===== config.mk =====
export PLATFORM = sky130hd
export DESIGN_NAME = tmr_tick_gen
export DESIGN_NICKNAME = d
export VERILOG_FILES = /design/src/rtl/tkg_pkg.sv /design/src/rtl/tkg_cfg_regs.sv /design/src/rtl/tkg_prescaler.sv /design/src/rtl/tkg_divider.sv /design/src/rtl/tmr_tick_gen.sv
export SDC_FILE = /design/constraint.sdc
export NUM_CORES = 1
export LEC_CHECK = 0
export BUFFER_PORTS_ARGS = -buffer_cell sky130_fd_sc_hd__buf_2
export CORE_AREA = 2 2 120 87
export CTS_BUF_LIST = sky130_fd_sc_hd__clkbuf_8
export CTS_CLUSTER_SIZE = 28
export DETAILED_ROUTE_END_ITERATION = 6
export DIE_AREA = 0 0 122 89
export PLACE_DENSITY = 0.74
export SLEW_MARGIN = 30
export SYNTH_ARGS = -nofsm -noshare
export SYNTH_HDL_FRONTEND = slang
export SYNTH_SLANG_ARGS = --single-unit

===== constraint.sdc =====
create_clock -name clk -period 1.7 [get_ports clk]
set_input_delay 0.17 -clock clk [delete_from_list [all_inputs] [get_ports clk]]
set_output_delay 0.17 -clock clk [all_outputs]
set_load 0.02 [all_outputs]

===== src/rtl/tkg_pkg.sv =====
`timescale 1ns/1ps
package tkg_pkg;

    // Prescaler sequencing states
    typedef enum logic {
        PS_RESTART = 1'b0,
        PS_COUNT   = 1'b1
    } ps_state_e;

    // log2 of the divisor for a select code, saturated at cap
    function automatic int div_log2(input int code, input int base, input int cap);
        int sum;
        sum = code + base;
        return (sum > cap) ? cap : sum;
    endfunction

endpackage


===== src/rtl/tkg_cfg_regs.sv =====
`timescale 1ns/1ps
module tkg_cfg_regs #(
    parameter int NUM_CH = 5,
    parameter int NUM_PS = 2,
    parameter int PRE_W  = 8,
    parameter int SEL_W  = 4,
    parameter int WORD_W = 32
) (
    input  logic                              clk,
    input  logic                              rst_n,
    input  logic                              wr_en,
    input  logic                              wr_sel,
    input  logic [WORD_W-1:0]                 wr_data,
    input  logic                              rd_sel,
    output logic [WORD_W-1:0]                 rd_data,
    output logic [NUM_PS-1:0][PRE_W-1:0]      pre_val,
    output logic [NUM_CH-1:0][SEL_W-1:0]      sel_val,
    output logic [NUM_PS-1:0]                 pre_chg,
    output logic [NUM_CH-1:0]                 sel_chg
);
    localparam int PRE_BITS = NUM_PS * PRE_W;
    localparam int SEL_BITS = NUM_CH * SEL_W;
    localparam int USED_W   = (PRE_BITS > SEL_BITS) ? PRE_BITS : SEL_BITS;

    logic [NUM_PS-1:0][PRE_W-1:0] pre_q;
    logic [NUM_CH-1:0][SEL_W-1:0] sel_q;
    logic [NUM_PS-1:0][PRE_W-1:0] pre_new;
    logic [NUM_CH-1:0][SEL_W-1:0] sel_new;
    logic                         wr_pre;
    logic                         wr_div;

    assign wr_pre  = wr_en && !wr_sel;
    assign wr_div  = wr_en &&  wr_sel;
    assign pre_new = wr_data[PRE_BITS-1:0];
    assign sel_new = wr_data[SEL_BITS-1:0];

    generate
        if (WORD_W > USED_W) begin : g_spare
            logic unused_spare;
            assign unused_spare = ^wr_data[WORD_W-1:USED_W];
        end
    endgenerate

    // Per-field change detection: only a real change restarts counters
    always_comb begin
        for (int g = 0; g < NUM_PS; g++) begin
            pre_chg[g] = wr_pre && (pre_new[g] != pre_q[g]);
        end
        for (int c = 0; c < NUM_CH; c++) begin
            sel_chg[c] = wr_div && (sel_new[c] != sel_q[c]);
        end
    end

    always_ff @(posedge clk or negedge rst_n) begin
        if (!rst_n) begin
            pre_q <= '0;
            sel_q <= '0;
        end else begin
            if (wr_pre) pre_q <= pre_new;
            if (wr_div) sel_q <= sel_new;
        end
    end

    assign pre_val = pre_q;
    assign sel_val = sel_q;
    assign rd_data = rd_sel ? {{(WORD_W-SEL_BITS){1'b0}}, sel_q}
                            : {{(WORD_W-PRE_BITS){1'b0}}, pre_q};

    // a word is only altered by a write addressed to it
    a_r8_pre_word_hold: assert property (@(posedge clk) disable iff (!rst_n)
        !wr_pre |=> $stable(pre_q));
    a_r8_sel_word_hold: assert property (@(posedge clk) disable iff (!rst_n)
        !wr_div |=> $stable(sel_q));

endmodule


===== src/rtl/tkg_prescaler.sv =====
`timescale 1ns/1ps
module tkg_prescaler
    import tkg_pkg::*;
#(
    parameter int PRE_W = 8
) (
    input  logic             clk,
    input  logic             rst_n,
    input  logic [PRE_W-1:0] pre_val,
    input  logic             restart,
    output logic             pre_tick
);
    ps_state_e        state_q;
    ps_state_e        state_d;
    logic [PRE_W-1:0] cnt_q;
    logic [PRE_W-1:0] cnt_d;

    // State register
    always_ff @(posedge clk or negedge rst_n) begin
        if (!rst_n) begin
            state_q <= PS_RESTART;
            cnt_q   <= '0;
        end else begin
            state_q <= state_d;
            cnt_q   <= cnt_d;
        end
    end

    // Next state and outputs
    always_comb begin
        state_d  = state_q;
        cnt_d    = cnt_q;
        pre_tick = 1'b0;
        unique case (state_q)
            PS_RESTART: begin
                cnt_d   = '0;
                state_d = PS_COUNT;
            end
            PS_COUNT: begin
                pre_tick = (cnt_q == pre_val);
                cnt_d    = pre_tick ? '0 : cnt_q + 1'b1;
            end
            default: begin
                state_d = PS_RESTART;
            end
        endcase
        if (restart) begin
            state_d = PS_RESTART;
            cnt_d   = '0;
        end
    end

    // the cycle after a restart carries no strobe
    a_r7_restart_quiet: assert property (@(posedge clk) disable iff (!rst_n)
        restart |=> !pre_tick);
    // the counter never passes the stored value
    a_r4_cnt_bound: assert property (@(posedge clk) disable iff (!rst_n)
        (state_q == PS_COUNT) |-> (cnt_q <= pre_val));
    // a strobe is isolated unless the prescaler divides by one
    a_r6_pre_gap: assert property (@(posedge clk) disable iff (!rst_n)
        (pre_tick && (pre_val != '0)) |=> !pre_tick);

endmodule


===== src/rtl/tkg_divider.sv =====
`timescale 1ns/1ps
module tkg_divider
    import tkg_pkg::*;
#(
    parameter int SEL_W    = 4,
    parameter int LOG_MAX  = 4,
    parameter int DIV_BASE = 0
) (
    input  logic             clk,
    input  logic             rst_n,
    input  logic             pre_tick,
    input  logic [SEL_W-1:0] sel,
    input  logic             restart,
    output logic             tick
);
    int                 lg;
    logic [LOG_MAX-1:0] mask;
    logic [LOG_MAX-1:0] cnt_q;
    logic               fire;
    logic               tick_q;

    // Decode the code into a low-bit mask of width log2(divisor)
    always_comb begin
        lg = div_log2(32'(sel), DIV_BASE, LOG_MAX);
        for (int b = 0; b < LOG_MAX; b++) begin
            mask[b] = (b < lg);
        end
    end

    assign fire = pre_tick && ((cnt_q | ~mask) == '1);

    always_ff @(posedge clk or negedge rst_n) begin
        if (!rst_n) begin
            cnt_q  <= '0;
            tick_q <= 1'b0;
        end else begin
            if (restart)       cnt_q <= '0;
            else if (pre_tick) cnt_q <= cnt_q + 1'b1;
            tick_q <= fire && !restart;
        end
    end

    assign tick = tick_q;

    // a restart suppresses the tick of the following cycle
    a_r9_restart_no_tick: assert property (@(posedge clk) disable iff (!rst_n)
        restart |=> !tick_q);
    // every tick is caused by a prescaler strobe
    a_r4_tick_from_pre: assert property (@(posedge clk) disable iff (!rst_n)
        tick_q |-> $past(pre_tick));
    // single-cycle tick whenever the divider divides by more than one
    a_r6_single_tick: assert property (@(posedge clk) disable iff (!rst_n)
        (tick_q && (mask != '0)) |=> !tick_q);

endmodule


===== src/rtl/tmr_tick_gen.sv =====
`timescale 1ns/1ps
module tmr_tick_gen #(
    parameter int NUM_CH   = 5,
    parameter int PRE_W    = 8,
    parameter int SEL_W    = 4,
    parameter int WORD_W   = 32,
    parameter int GRP0_CH  = 2,
    parameter int LOG_MAX  = 4,
    parameter int DIV_BASE = 0
) (
    input  logic              clk,
    input  logic              rst_n,
    input  logic              wr_en,
    input  logic              wr_sel,
    input  logic [WORD_W-1:0] wr_data,
    input  logic              rd_sel,
    output logic [WORD_W-1:0] rd_data,
    output logic [NUM_CH-1:0] tick_o
);
    localparam int NUM_PS = 2;

    logic [NUM_PS-1:0][PRE_W-1:0] pre_val;
    logic [NUM_CH-1:0][SEL_W-1:0] sel_val;
    logic [NUM_PS-1:0]            pre_chg;
    logic [NUM_CH-1:0]            sel_chg;
    logic [NUM_PS-1:0]            pre_tick;

    tkg_cfg_regs #(
        .NUM_CH (NUM_CH),
        .NUM_PS (NUM_PS),
        .PRE_W  (PRE_W),
        .SEL_W  (SEL_W),
        .WORD_W (WORD_W)
    ) u_cfg (
        .clk     (clk),
        .rst_n   (rst_n),
        .wr_en   (wr_en),
        .wr_sel  (wr_sel),
        .wr_data (wr_data),
        .rd_sel  (rd_sel),
        .rd_data (rd_data),
        .pre_val (pre_val),
        .sel_val (sel_val),
        .pre_chg (pre_chg),
        .sel_chg (sel_chg)
    );

    generate
        for (genvar g = 0; g < NUM_PS; g++) begin : g_ps
            tkg_prescaler #(.PRE_W(PRE_W)) u_ps (
                .clk      (clk),
                .rst_n    (rst_n),
                .pre_val  (pre_val[g]),
                .restart  (pre_chg[g]),
                .pre_tick (pre_tick[g])
            );
        end

        for (genvar c = 0; c < NUM_CH; c++) begin : g_ch
            localparam int GRP = (c < GRP0_CH) ? 0 : 1;
            tkg_divider #(
                .SEL_W    (SEL_W),
                .LOG_MAX  (LOG_MAX),
                .DIV_BASE (DIV_BASE)
            ) u_div (
                .clk      (clk),
                .rst_n    (rst_n),
                .pre_tick (pre_tick[GRP]),
                .sel      (sel_val[c]),
                .restart  (pre_chg[GRP] | sel_chg[c]),
                .tick     (tick_o[c])
            );
        end
    endgenerate

endmodule


======== Word-level counts from Yosys, hierarchy flattened ========
Cells that the tools add are included.
Widths: inputs -> output; s select.
storage, ports and cells
  register bits ........................... 79
  bits of input ports ..................... 37
  output and inout port bits .............. 37
  word-level logic and storage cells ...... 140
cells by class
  add/sub/neg operators ................... 7
  $lt $le $gt $ge ......................... 25
  equality and inequality tests ........... 14
  mux-type cells .......................... 26
  bitwise operators ....................... 17
  reductions and logical operators ........ 30
operators with widths
  kind                 number
  $lt 3x32->1 const A  10
  $lt 1x32->1 const A  5
  $lt 2x32->1 const A  5
  $mux 4               15
  $mux 8               4
  $pmux 8 s2           2
  $add 4x1->4 const B  5
  $eq 4x4->1 const B   5
  $gt 4x3->1 const B   5
  $mux 20              1
  $ne 4x4->1           5
  $not 4->4            5
  $or 4x4->4           5
  $logic_and 1x1->1    19
  $add 8x1->8 const B  2
  $eq 8x8->1           2
  $ne 8x8->1           2
  $reduce_bool 2->1    5
  $logic_not 1->1      6
  $or 1x1->1           5
  $mux 1               4
  $not 1->1            2

======== Longest topological paths before layout ========
Gate-level depths: netlist of the first run.
  depth after elaboration ................. 8
  mapped depth ............................ 5
  gate-level depth less buffers ........... 4

======== Cells and area by module ========
From an unflattened synthesis of the first run, not the netlist that was laid out.
unflattened totals
  cells, all modules ...................... 411
  area, all modules ....................... 4,523.1 um^2
modules (own cells, without submodules)
  module         instances  cells an instance  area an instance (um^2)  sequential area each (um^2)
  tkg_cfg_regs   1          195                2,158.3                  900.9
  tkg_divider    5          23                 254.0                    125.1
  tkg_prescaler  2          48                 531.8                    225.2
  tmr_tick_gen   1          5                  31.3                     0.0

======== Worst setup path before layout of the first run ========
No wires, ideal clock.
  path type ............................... register to register
  start point ............................. reg u_cfg.pre_q (netlist bit u_cfg.pre_val[5])
  end point ............................... reg g_ch[0].u_div.cnt_q[2]
  setup time .............................. 0.088 ns
  arrival time ............................ 1.536 ns
  required time ........................... 1.612 ns
  slack ................................... 0.076 ns
  stages on the path, launching flop included .. 5
  buffers on the path ..................... 0
  period minus slack after synthesis ...... 1.624 ns
  path through ............................ dfrtp_1 > xnor2_1 > nand4_2 > or4_1 > a211oi_2
on the way
  word-level cells in the longest chain between the ends .. 4
  elaborated cells between the ends (all ways) .. 7
  classes of those cells .................. 2 x eq/ne; 2 x mux; 1 x bitwise; 2 x reduce/logical
ends and longest elaborated chain
  what                                                line                text
  start, declared                                     tkg_cfg_regs.sv:25  logic [NUM_PS-1:0][PRE_W-1:0] pre_q;
  start signal, assigned                              tkg_cfg_regs.sv:59  if (wr_pre) pre_q <= pre_new;
  $ne 8x8->1                                          tkg_cfg_regs.sv:47  pre_chg[g] = wr_pre && (pre_new[g] != pre_q[g]);
  $logic_and 1x1->1                                   tkg_cfg_regs.sv:47
  $or 1x1->1                                          tmr_tick_gen.sv:70  .restart (pre_chg[GRP] | sel_chg[c]),
  $mux 4 / $reduce_bool 2->1 (equally long branches)  -
  end signal, assigned                                tkg_divider.sv:38   else if (pre_tick) cnt_q <= cnt_q + 1'b1;
  end, declared                                       tkg_divider.sv:18   logic [LOG_MAX-1:0] cnt_q;
Parallel ways exist; a longest one is shown, timed or not.
A chain may end at the register's enable or synchronous reset.

======== Worst setup path in the final report of the first run ========
  start point ............................. reg u_cfg.pre_q (netlist bit u_cfg.pre_val[4])
  end point ............................... reg g_ch[0].u_div.cnt_q[1]
Same word-level chain as after synthesis.

==> results of run 1 <==
[critical path, delay by kind of cell, from the launching register on]
| family | cells | cell delay [ns] |
|---|---|---|
| xor gates and xnor gates | 1 | 0.20 |
| and+or+nand+nor | 1 | 0.17 |
| AOI/OAI and AO/OA | 2 | 0.49 |
| buffers and inverters | 3 | 0.48 |
| DFF | 1 | 0.42 |
[synthesized netlist by cell type, types with 2 or more instances]
| library cell | count |
|---|---|
| a211oi_1 | 19 |
| a21oi_1 | 6 |
| a221o_1 | 5 |
| a31o_1 | 3 |
| a31o_2 | 2 |
| a41oi_1 | 5 |
| and2_1 | 9 |
| and3_1 | 9 |
| and4_1 | 4 |
| buf_1 | 3 |
| buf_2 | 5 |
| buf_4 | 17 |
| clkbuf_1 | 9 |
| dfrtp_1 | 79 |
| ha_1 | 7 |
| inv_1 | 15 |
| mux2_2 | 52 |
| nand2_1 | 11 |
| nand3_1 | 12 |
| nand4_1 | 14 |
| nor2_1 | 5 |
| nor3_1 | 14 |
| nor3b_1 | 2 |
| nor4_1 | 9 |
| o21ai_0 | 5 |
| o21ai_1 | 2 |
| o31ai_1 | 15 |
| or4_1 | 8 |
| xnor2_1 | 34 |
| xnor2_2 | 4 |
| xor2_1 | 26 |
[state kept, by name (all words and copies together) (netlist names)]
register	flops
g_ps.u_ps.state_q	2
u_cfg.sel_val	20
g_ch.u_div.cnt_q	20
u_cfg.pre_val	16
g_ps.u_ps.cnt_q	16
g_ch.u_div.tick	5
[final cells by class]
type                            instances  area share
Multi-Input combinational cell        299       0.459
Inverter                               16     0.00948
Sequential cell                        79       0.314
Timing Repair Buffer                  127       0.157
Clock inverter                          5      0.0115
Tap cell                              128      0.0253
Clock buffer                           11      0.0239
[repair_timing]
item / CTS / global route
pin swaps: 22 / 49
gates resized for setup: 30 / 85
gates cloned: 0 / 4
buffers inserted: 4 / 15
endpoints found under the hold margin: 28 / 0
hold buffers: 1 / 0
setup endpoints to repair: 11 / 36
[worst max path at each step]
stage | start | to | slack [ns] | cells after the start
after detailed placement | u_cfg.pre_val[10]$_DFFE_PN0P_ | g_ch[3].u_div.cnt_q[2]$_DFFE_PN0P_ | -0.1 | 5
after global routing | u_cfg.pre_val[4]$_DFFE_PN0P_ | g_ch[0].u_div.cnt_q[1]$_DFFE_PN0P_ | -0.21 | 7
after global placement | u_cfg.pre_val[10]$_DFFE_PN0P_ | g_ch[2].u_div.cnt_q[2]$_DFFE_PN0P_ | -0.05 | 5
final | u_cfg.pre_val[4]$_DFFE_PN0P_ | g_ch[0].u_div.cnt_q[1]$_DFFE_PN0P_ | -0.19 | 7
after floorplan | u_cfg.pre_val[5]$_DFFE_PN0P_ | g_ch[0].u_div.cnt_q[2]$_DFFE_PN0P_ | 0.08 | 4
after CTS | g_ps[1].u_ps.cnt_q[7]$_DFF_PN0_ | g_ch[2].u_div.cnt_q[1]$_DFFE_PN0P_ | -0.02 | 8
[placed cells by master (no fill, tap or decap), types with 12 or more instances in the layout]
master	count
a211oi_2	15
buf_2	48
buf_4	54
buf_6	17
conb_1	12
dfrtp_1	71
inv_1	17
mux2_2	52
nand4_1	14
xnor2_1	24
xor2_1	23
[power groups by stage]
stage / sequential (mW) / combinational [mW] / clock (mW)
3_5_place_dp: 2.27 / 1.33 / 0
5_1_grt: 2.30 / 1.85 / 1.70
2_1_floorplan: 2.24 / 0.811 / 0
4_1_cts: 2.25 / 1.40 / 1.61
6_report: 2.28 / 1.75 / 1.61
3_3_place_gp: 2.26 / 1.29 / 0
[metrics by stage]
stage	instance area, µm²	setup slack (ns)
floorplan	4620	0.0758
global placement	5300	-0.0517
detailed placement	5300	-0.0978
CTS	5710	-0.0194
global route	6340	-0.206
finish	6340	-0.193
[cells by family after synthesis]
family	Yosys count	synth area share
AOI/OAI and AO/OA	64	0.105
xor gates and xnor gates	64	0.129
and+or+nand+nor	100	0.130
adders and majority gates	7	0.0191
other	1	0.000819
muxes	52	0.128
DFF	79	0.432
buffers and inverters	50	0.0563
[routing by layer]
metal / share of wire / up-vias / global-route usage
met5: 0 / - / 0
met4: 0.028 / 0 / 0.0857
met3: 0.069 / 40 / 0.0491
met2: 0.46 / 196 / 0.335
met1: 0.44 / 1917 / 0.304
li1: - / 1747 / -
==> out/results.ini, run 1 <==
[global_route]
overflow = 0
grt_pass1_vias = 3639
antenna_found_initial = 0
grt_use_total = 0.218
grt_pass1_wl_um = 18200
grt_max_degree = 36

[sta]
finalSetupTns_ns = -1.74
min_period_ns = 1.89
setup_viol = 26
fin_crit_sh = 1.11
clock.fmax_mhz = 528
final-max-slew-violation-count = 0
holdWs_ns = 0.0722
setup_ws_ns = -0.193
rsz0062_at_grt = yes
finalHoldViolations = 0
slew_headroom = 0.366
max_slew.worst_pin.slew_ns = 0.938
fin_skew_ns = 0.0146

[placed_design]
dp_hpwl_um = 7980
port_buffers = 49
dp_cells = 625
gp_congestion = 0.867

[setup_path]
reg2reg_slack_ns = -0.19
worstPathRequired_ns = 1.94
worst_path_max_delay_cell = dfrtp_1
cp.arrival_ns = 2.13
r2r-end = g_ch[0].u_div.cnt_q[1]$_DFFE_PN0P_
r2r_cells = 7
max_stage_delay_ns = 0.42
worstSetupPathType = register to register
worst_setup_path_start_kind = register
critPathMaxFanout = 6
cp-end-kind = register
cp_cell_sequence = buf_4 -> xnor2_4 -> nand4_4 -> buf_6 -> buf_4 -> o31ai_1 -> a211oi_1
r2r-start = u_cfg.pre_val[4]$_DFFE_PN0P_
cpMostUsedCell = buf_4

[layout]
final_cells = 665
antenna_cells = 0
multi_input_area_um2 = 2910
drive_gt1_frac = 0.518
nets = 576
regArea_um2 = 1990
fillers = 695
area_delta_synth_final_pct = 38.4
finish.utilization = 0.662

[synth]
avgSynthCellArea_um2 = 11.0
synth_area_leaders = dfrtp_1, mux2_2, xnor2_1
yosysSeqAreaShare = 0.432
synth_top_area_cell = dfrtp_1
synth-main-ff-cell = dfrtp_1
synth_cell_types = 38
ys_async_sr_fraction = 1.00
yosysWarnings = 0
synth_cells = 417
synth-edff-count = 0
ys_seq_elements = 79
synth_top_area_share = 0.432
syn_area_um2 = 4580

[power]
p_sw_frac = 0.325
power_frac_comb = 0.310
powerDensity_nw_per_um2 = 889
leakagePower_nw = 2.68
pwr-share-clk = 0.285
vdd_drop_max_mv = 0.742
power_mw = 5.63
p_seq_frac = 0.405
power.switching_mw = 1.83
power.internal_mw = 3.81

[floorplanning]
die-area_um2 = 10900
die_height_um = 89
ioPinCount = 74
core_um2 = 9570
start_util = 0.478
die_w_um = 122
rows = 30

[drt]
routedWlPerCell_um = 20.0
dr.pass1.iters = 5
drc = 0
via_per_inst = 5.86
ant_nets = 0
vias = 3900
drt_iter0_markers = 343
drt-total-wl_um = 13300

[clocking]
cts_tree = yes
clock_latency_ns = 0.37
clock_sinks = 79
cts_buffer_depth = 2
cts_inserted_buffers = 9
cts.clk_slew.worst_paths_ns = 0.09
ctsHtreeMaxLevel = 3
cts_root_buf = clkbuf_8

[worst_hold_path]
min-delay-start = wr_data[19]
holdPathEnd = u_cfg.sel_val[19]$_DFFE_PN0P_
whs_path_depth = 2
min_path_type = input pin to register

[status]
status = finished, violations left
violations = setup timing

[run]
drv_cap = 0

No activity file was read; power rests on OpenSTA's default activity.
==> run 2, diff against run 1 <==
SYNTH_HIERARCHICAL = 1   (was unset)
==> run 2 against run 1 <==
Effect of this change: the run still ends with setup timing left; cell count down 0.45%; sequential power about the same; area after synthesis down 1.2%; combinational power down 13%; register-to-register slack better by 0.04 ns; count of clock-buffer cells in the layout down 1; worst hold slack better by 0.0089 ns.
==> out/results.ini, run 2 <==
[drt]
dr.pass1.iters = 4  ; was 5
drc = 0  ; unchanged
drt_iter0_markers = 190  ; was 343
ant_nets = 0  ; unchanged
via_per_inst = 5.26  ; was 5.86
drt-total-wl_um = 11200  ; was 13300 µm
vias = 3483  ; was 3900
routedWlPerCell_um = 16.9  ; was 20.0 µm

[synth]
synth_cells = 411  ; was 417
ys_seq_elements = 79  ; unchanged
avgSynthCellArea_um2 = 11.0  ; about the same
synth_xor_xnor_area_share = 0.141  ; was 0.129
syn_area_um2 = 4520  ; was 4580 µm²
synth_top_area_cell = dfrtp_1  ; unchanged
ys_async_sr_fraction = 1.00  ; unchanged
synth.most_common_cell = dfrtp_1  ; unchanged
netlist_top_cells_count = dfrtp_1, nand2_1, xor2_1, xnor2_1, nor2_1  ; was dfrtp_1, mux2_2, xnor2_1, xor2_1, a211oi_1
synth_area_leaders = dfrtp_1, xor2_1, mux2_2  ; was dfrtp_1, mux2_2, xnor2_1
synth_top_area_share = 0.437  ; was 0.432
synth-main-ff-cell = dfrtp_1  ; unchanged
synth-edff-count = 0  ; unchanged
synthMuxAreaShare = 0.113  ; was 0.128
synth-adder-area-share = 0.0194  ; was 0.0191
synth_top_family_by_area = simple AND/OR/NAND/NOR gates  ; unchanged
synth_cell_types = 34  ; was 38
synthSimpleGateAreaFrac = 0.146  ; was 0.130
synth_compound_area_frac = 0.0924  ; was 0.105
yosysSeqAreaShare = 0.437  ; was 0.432
yosysWarnings = 6  ; was 0

[clocking]
cts_inserted_buffers = 9  ; unchanged
cts_buffer_depth = 2  ; unchanged
cts.clk_slew.worst_paths_ns = 0.08  ; was 0.09 ns
clock_sinks = 79  ; unchanged
cts_root_buf = clkbuf_8  ; unchanged
cts_tree = yes  ; unchanged
ctsHtreeMaxLevel = 3  ; unchanged
clock_latency_ns = 0.35  ; was 0.37 ns

[power]
power.internal_mw = 3.77  ; was 3.81 mW
p_sw_frac = 0.311  ; was 0.325
leakagePower_nw = 2.72  ; was 2.68 nW
powerDensity_nw_per_um2 = 936  ; was 889 nW/µm²
vdd_drop_max_mv = 0.448  ; was 0.742 mV
power.switching_mw = 1.70  ; was 1.83 mW
p_seq_frac = 0.415  ; was 0.405
pwr-share-clk = 0.306  ; was 0.285
power_frac_comb = 0.280  ; was 0.310

[setup_path]
cp.arrival_ns = 2.12  ; was 2.13 ns
worstPathRequired_ns = 1.97  ; was 1.94 ns
worst_path_max_delay_cell = dfrtp_1  ; unchanged
worstSetupPathType = register to register  ; unchanged
cp_cell_sequence = buf_6 -> xor2_2 -> nor4_4 -> buf_4 -> and3_4 -> nand2_2 -> xor2_1 -> nor2_1  ; was buf_4 -> xnor2_4 -> nand4_4 -> buf_6 -> buf_4 -> o31ai_1 -> a211oi_1
cp-end-kind = register  ; unchanged
max_stage_delay_ns = 0.41  ; was 0.42 ns
critPathMaxFanout = 5  ; was 6
worst_setup_path_start_kind = register  ; unchanged

[placed_design]
dp_cells = 623  ; was 625
post_dp_cell_area_um2 = 5170  ; was 5300 µm²
dp_hpwl_um = 7520  ; was 7980 µm
gp_congestion = 0.851  ; was 0.867
port_buffers = 49  ; unchanged

[layout]
area_delta_synth_final_pct = 29.2  ; was 38.4%
fillers = 762  ; was 695
final_area_um2 = 5840  ; was 6340 µm²
final_cells = 662  ; was 665
nets = 573  ; was 576
mostFrequentLayoutCell = dfrtp_1  ; unchanged
drive_gt1_frac = 0.419  ; was 0.518
most-common-layout-cells = dfrtp_1, buf_4, nand2_1, buf_2, xor2_1  ; was dfrtp_1, buf_4, mux2_2, buf_2, xnor2_1

[sta]
holdWs_ns = 0.0811  ; was 0.0722 ns
final-max-slew-violation-count = 0  ; unchanged
finalSetupTns_ns = -2.13  ; was -1.74 ns
clock.fmax_mhz = 541  ; was 528 MHz
slew_headroom = 0.640  ; was 0.366
setup_viol = 29  ; was 26
finalHoldViolations = 0  ; unchanged
fin_crit_sh = 1.09  ; was 1.11
setup_ws_ns = -0.149  ; was -0.193 ns
fin_skew_ns = 0.00992  ; was 0.0146 ns
min_period_ns = 1.85  ; was 1.89 ns
rsz0062_at_grt = yes  ; unchanged
max_slew.worst_pin.slew_ns = 0.540  ; was 0.938 ns

[floorplanning]
die_w_um = 122  ; unchanged
ioPinCount = 74  ; unchanged
die-area_um2 = 10900  ; unchanged
rows = 30  ; unchanged
core_um2 = 9570  ; unchanged
start_util = 0.473  ; was 0.478
die_height_um = 89  ; unchanged

[run]
drv_cap = 0  ; unchanged

[global_route]
grt_use_total = 0.211  ; was 0.218
antenna_found_initial = 1  ; was 0
overflow = 0  ; unchanged
grt_pass1_wl_um = 17500  ; was 18200 µm
grt_max_degree = 40  ; was 36
grt_pass1_vias = 3489  ; was 3639

[worst_hold_path]
min_path_type = input pin to register  ; unchanged

[status]
status = finished, violations left  ; unchanged
violations = setup timing  ; unchanged

run 2: logic make-up (layout without fill, tap and decap cells):
group                    Yosys count  in the layout
AO/OA/AOI/OAI                     49             49
XOR/XNOR                          73             73
adder cells (fa/ha/maj)            7              7
buffers and inverters             31            139
flip-flops                        79             79
multiplexers                      41             41
other                              1             14
AND/OR/NAND/NOR                  130            132
run 2: area by class of cell:
| cell class | count | area [µm²] | area share |
|---|---|---|---|
| antenna | 2 | 5.00 | 0.000857 |
| clock buffer | 10 | 138 | 0.0236 |
| clock inverter | 4 | 95.1 | 0.0163 |
| inverter | 9 | 36.3 | 0.00621 |
| multi-input combinational | 314 | 2640 | 0.452 |
| sequential | 79 | 1980 | 0.339 |
| tap | 128 | 160 | 0.0274 |
| timing repair buffer | 116 | 785 | 0.134 |
run 2: worst max-delay path: cells and delay by family, from the launching register on:
kind	cells	cell delay (ns)
buffers and inverters	2	0.31
xor gates and xnor gates	2	0.30
DFF	1	0.41
and+or+nand+nor	4	0.76
run 2: repair_timing:
action	in CTS	in global routing
pin swaps	13	19
endpoints found under the setup margin	37	41
hold buffers	1	0
endpoints found under the hold margin	36	0
resized for setup	22	27
setup buffers	13	8
gates cloned	2	0
run 2: power by group through the flow:
stage,Sequential (mW),Combinational [mW],Clock [mW]
floorplan,2.24,0.890,0
global placement,2.28,1.23,0
detailed placement,2.29,1.27,0
CTS,2.25,1.40,1.71
global route,2.29,1.65,1.78
finish,2.27,1.53,1.67
run 2: path summary, 6_finish.rpt:
check                      cells past startpoint  slack [ns]                            endpoint                                from
max                                            8       -0.15  g_ch[1].u_div/cnt_q[2]$_DFFE_PN0P_        u_cfg/pre_val[2]$_DFFE_PN0P_
min                                            2        0.08       u_cfg/sel_val[19]$_DFFE_PN0P_                         wr_data[19]
max reg2reg                                    8       -0.15  g_ch[1].u_div/cnt_q[2]$_DFFE_PN0P_        u_cfg/pre_val[2]$_DFFE_PN0P_
min reg2reg                                    2        0.57  g_ch[1].u_div/cnt_q[3]$_DFFE_PN0P_  g_ch[1].u_div/cnt_q[3]$_DFFE_PN0P_
max in group asynchronous                      3        0.80       u_cfg/pre_val[11]$_DFFE_PN0P_                               rst_n
min in group asynchronous                      2        0.34       u_cfg/sel_val[16]$_DFFE_PN0P_                               rst_n
run 2: per-layer routing:
layer	vias to the layer above	track usage	wire length (µm)
li1	1637	-	-
met5	-	0	0
met4	0	0.0617	170
met3	17	0.0638	547
met1	1752	0.276	5050
met2	77	0.343	5440
run 2: through the flow:
step / total power [mW] / util / setup slack [ns]
floorplan: 3.13 / - / -0.135
global placement: 3.51 / 0.540 / -0.136
detailed placement: 3.56 / 0.540 / -0.196
CTS: 5.36 / 0.588 / -0.142
global route: 5.72 / 0.610 / -0.235
finish: 5.47 / 0.610 / -0.149
==> run 3, diff against run 2 <==
ABC_AREA = 1   (was unset)
CAP_MARGIN = 20   (was unset)
CORE_AREA = 2 2 122 89   (was 2 2 120 87)
CTS_CLUSTER_SIZE = unset   (was 28)
DIE_AREA = 0 0 124 91   (was 0 0 122 89)
==> run 3 against run 2 <==
Effect of this change: the run now ends clean; via count is 18% higher; first-iteration DRC count is 51% higher; register-to-register slack better by 0.22 ns; global-route usage is 2.1 points lower; highest routed layer unchanged.
==> out/results.ini, run 3 <==
[power]
power_frac_comb = 0.242  ; was 0.280
pwr-share-clk = 0.295  ; was 0.306
vdd_drop_max_mv = 0.458  ; was 0.448 mV
p_seq_frac = 0.464  ; was 0.415
power.switching_mw = 1.67  ; was 1.70 mW
power_mw = 5.08  ; was 5.47 mW
powerDensity_nw_per_um2 = 911  ; was 936 nW/µm²
leakagePower_nw = 2.83  ; was 2.72 nW
p_sw_frac = 0.328  ; was 0.311
power.internal_mw = 3.41  ; was 3.77 mW

[layout]
antenna_cells = 0  ; was 2
most-common-layout-cells = nand2_1, inv_1, nor2_1, dfrtp_1, o21ai_0  ; was dfrtp_1, buf_4, nand2_1, buf_2, xor2_1
nets = 772  ; was 573
finish.utilization = 0.553  ; was 0.610
area_delta_synth_final_pct = 17.6  ; was 29.2%
drive_gt1_frac = 0.225  ; was 0.419
mostFrequentLayoutCell = nand2_1  ; was dfrtp_1

[placed_design]
dp_hpwl_um = 7330  ; was 7520 µm
port_buffers = 49  ; unchanged
gp_congestion = 0.815  ; was 0.851

[drt]
drt-total-wl_um = 10300  ; was 11200 µm
routedWlPerCell_um = 11.9  ; was 16.9 µm
drt_iter0_markers = 286  ; was 190
drc = 0  ; unchanged
via_per_inst = 4.75  ; was 5.26
dr.pass1.iters = 5  ; was 4
vias = 4102  ; was 3483
ant_nets = 0  ; unchanged

[clocking]
cts_buffer_depth = 2  ; unchanged
cts_inserted_buffers = 9  ; unchanged
clock_sinks = 79  ; unchanged
cts.clk_slew.worst_paths_ns = 0.08  ; about the same
clock_latency_ns = 0.35  ; about the same
cts_root_buf = clkbuf_8  ; unchanged
cts_tree = yes  ; unchanged
ctsHtreeMaxLevel = 3  ; unchanged

[setup_path]
worst_setup_path_start_kind = register  ; unchanged
worstSetupPathType = register to register  ; unchanged
cp_cell_sequence = inv_1 -> nand2_1 -> nand2_1 -> nor2_1 -> nand2_1 -> nor2_2 -> nor2_2 -> inv_2 -> nand2_1 -> inv_1 -> nand2_1 -> a21oi_2 -> nand2_1 -> nor2_1  ; was buf_6 -> xor2_2 -> nor4_4 -> buf_4 -> and3_4 -> nand2_2 -> xor2_1 -> nor2_1
critPathMaxFanout = 5  ; unchanged
cpMostUsedCell = nand2_1
worstPathRequired_ns = 1.98  ; was 1.97 ns
crit_family = simple AND/OR/NAND/NOR gates  ; unchanged
critPathBufInv = 3  ; was 2
max_stage_delay_ns = 0.42  ; was 0.41 ns
cp.arrival_ns = 1.91  ; was 2.12 ns
cp-end-kind = register  ; unchanged
worst_path_max_delay_cell = dfrtp_1  ; unchanged

[global_route]
overflow = 0  ; unchanged
grt_max_degree = 80  ; was 40
grt_pass1_vias = 3857  ; was 3489
antenna_found_initial = 0  ; was 1
grt_use_total = 0.190  ; was 0.211
grt_pass1_wl_um = 17100  ; was 17500 µm

[floorplanning]
rows = 31  ; was 30
start_util = 0.471  ; was 0.473
die_height_um = 91  ; was 89 µm
die-area_um2 = 11300  ; was 10900 µm²
ioPinCount = 74  ; unchanged
core_um2 = 10100  ; was 9570 µm²
die_w_um = 124  ; was 122 µm

[synth]
synth_top_area_share = 0.417  ; was 0.437
ys_async_sr_fraction = 1.00  ; unchanged
syn_area_um2 = 4750  ; was 4520 µm²
synth-edff-count = 0  ; unchanged
synth-main-ff-cell = dfrtp_1  ; unchanged
yosysSeqAreaShare = 0.417  ; was 0.437
synth_area_leaders = dfrtp_1, nand2_1, inv_1  ; was dfrtp_1, xor2_1, mux2_2
synth.most_common_cell = nand2_1  ; was dfrtp_1
avgSynthCellArea_um2 = 7.25  ; was 11.0 µm²
synth_top_area_cell = dfrtp_1  ; unchanged
ys_seq_elements = 79  ; unchanged
synth_cells = 655  ; was 411
synth_cell_types = 25  ; was 34
yosysWarnings = 6  ; unchanged
netlist_top_cells_count = nand2_1, inv_1, nor2_1, dfrtp_1, o21ai_0  ; was dfrtp_1, nand2_1, xor2_1, xnor2_1, nor2_1

[run]
drv_cap = 0  ; unchanged

[sta]
setup_viol = 0  ; was 29
min_period_ns = 1.63  ; was 1.85 ns
fin_skew_ns = 0.00839  ; was 0.00992 ns
final-max-slew-violation-count = 0  ; unchanged
clock.fmax_mhz = 614  ; was 541 MHz
finalHoldViolations = 0  ; unchanged
rsz0062_at_grt = yes  ; unchanged
fin_crit_sh = 0.958  ; was 1.09

[status]
status = completed  ; was finished, violations left

[worst_hold_path]
min_path_type = input pin to register  ; unchanged

==> run 3: cell count changes in the layout (fill, tap and decap cells not counted), moves of 20 or more <==
cell / previous run / this run
buf_4: 61 / 25
nand2_1: 53 / 203
xor2_1: 40 / 11
o21ai_0: 6 / 52
inv_1: 8 / 83
mux2_2: 21 / 1
nor2_1: 25 / 73
==> run 3: layer usage <==
metal / track usage / share of wire / vias to the layer above / wire [µm]
met5: 0 / 0 / - / 0
met4: 0.0524 / 0.011 / 0 / 117
met3: 0.0415 / 0.039 / 10 / 405
met2: 0.314 / 0.48 / 79 / 4930
met1: 0.252 / 0.47 / 1911 / 4820
li1: - / - / 2102 / -
==> run 3: final timing paths <==
| path | startpoint | end | slack, ns | cells past startpoint |
|---|---|---|---|---|
| setup / recovery | u_cfg/pre_val[8]$_DFFE_PN0P_ | g_ch[3].u_div/tick$_DFF_PN0_ | 0.07 | 14 |
| hold / removal | wr_data[17] | u_cfg/sel_val[17]$_DFFE_PN0P_ | 0.09 | 2 |
| setup reg to reg | u_cfg/pre_val[8]$_DFFE_PN0P_ | g_ch[3].u_div/tick$_DFF_PN0_ | 0.07 | 14 |
| hold reg to reg | g_ch[3].u_div/cnt_q[3]$_DFFE_PN0P_ | g_ch[3].u_div/cnt_q[3]$_DFFE_PN0P_ | 0.52 | 2 |
| max in group asynchronous | rst_n | u_cfg/pre_val[1]$_DFFE_PN0P_ | 1.00 | 3 |
| min in group asynchronous | rst_n | u_cfg/sel_val[7]$_DFFE_PN0P_ | 0.38 | 3 |
==> run 3: kinds of logic after synthesis <==
logic type      after synthesis  share of synthesized area
simple gates                334                      0.286
buf+inv                     119                      0.115
flops                        79                      0.417
compound gates               77                     0.0891
xor+xnor                     34                     0.0627
fa+ha+maj                     7                     0.0185
mux                           4                     0.0119
other cells                   1                   0.000790
==> run 3: area by class of cell <==
type | instances | area (µm²)
Timing Repair Buffer | 79 | 526
Clock buffer | 9 | 124
Clock inverter | 6 | 87.6
Multi-Input combinational cell | 468 | 2350
Inverter | 91 | 342
Tap cell | 132 | 165
Sequential cell | 79 | 1980
Fill cell | 936 | 4500
==> run 3: metrics by stage <==
stage	instances	hold WS [ns]	setup WS, ns	instance area, µm²	TNS [ns]
finish	864	0.0867	0.0708	5580	0
global route	864	0.0734	-0.0582	5580	-0.200
CTS	856	0.0670	0.00412	5400	0
detailed placement	840	0.238	0.00990	5180	0
global placement	840	0.236	0.0398	5180	0
floorplan	666	-0.126	0.151	4790	0
==> run 3: what timing repair did <==
item                                   in CTS  in global routing
gates resized for setup                     1                 43
hold buffers                                1                  0
pin swaps                                   0                 16
setup endpoints to repair                   2                 30
gates cloned                                0                  1
endpoints found under the hold margin      79                  0
setup buffers                               0                  7
==> run 3: power groups by stage <==
stage | Clock [mW] | Combinational (mW) | Sequential, mW
3_3_place_gp | 0 | 1.11 | 2.37
3_5_place_dp | 0 | 1.15 | 2.38
2_1_floorplan | 0 | 0.851 | 2.32
6_report | 1.50 | 1.23 | 2.36
4_1_cts | 1.54 | 1.16 | 2.35
5_1_grt | 1.61 | 1.40 | 2.39
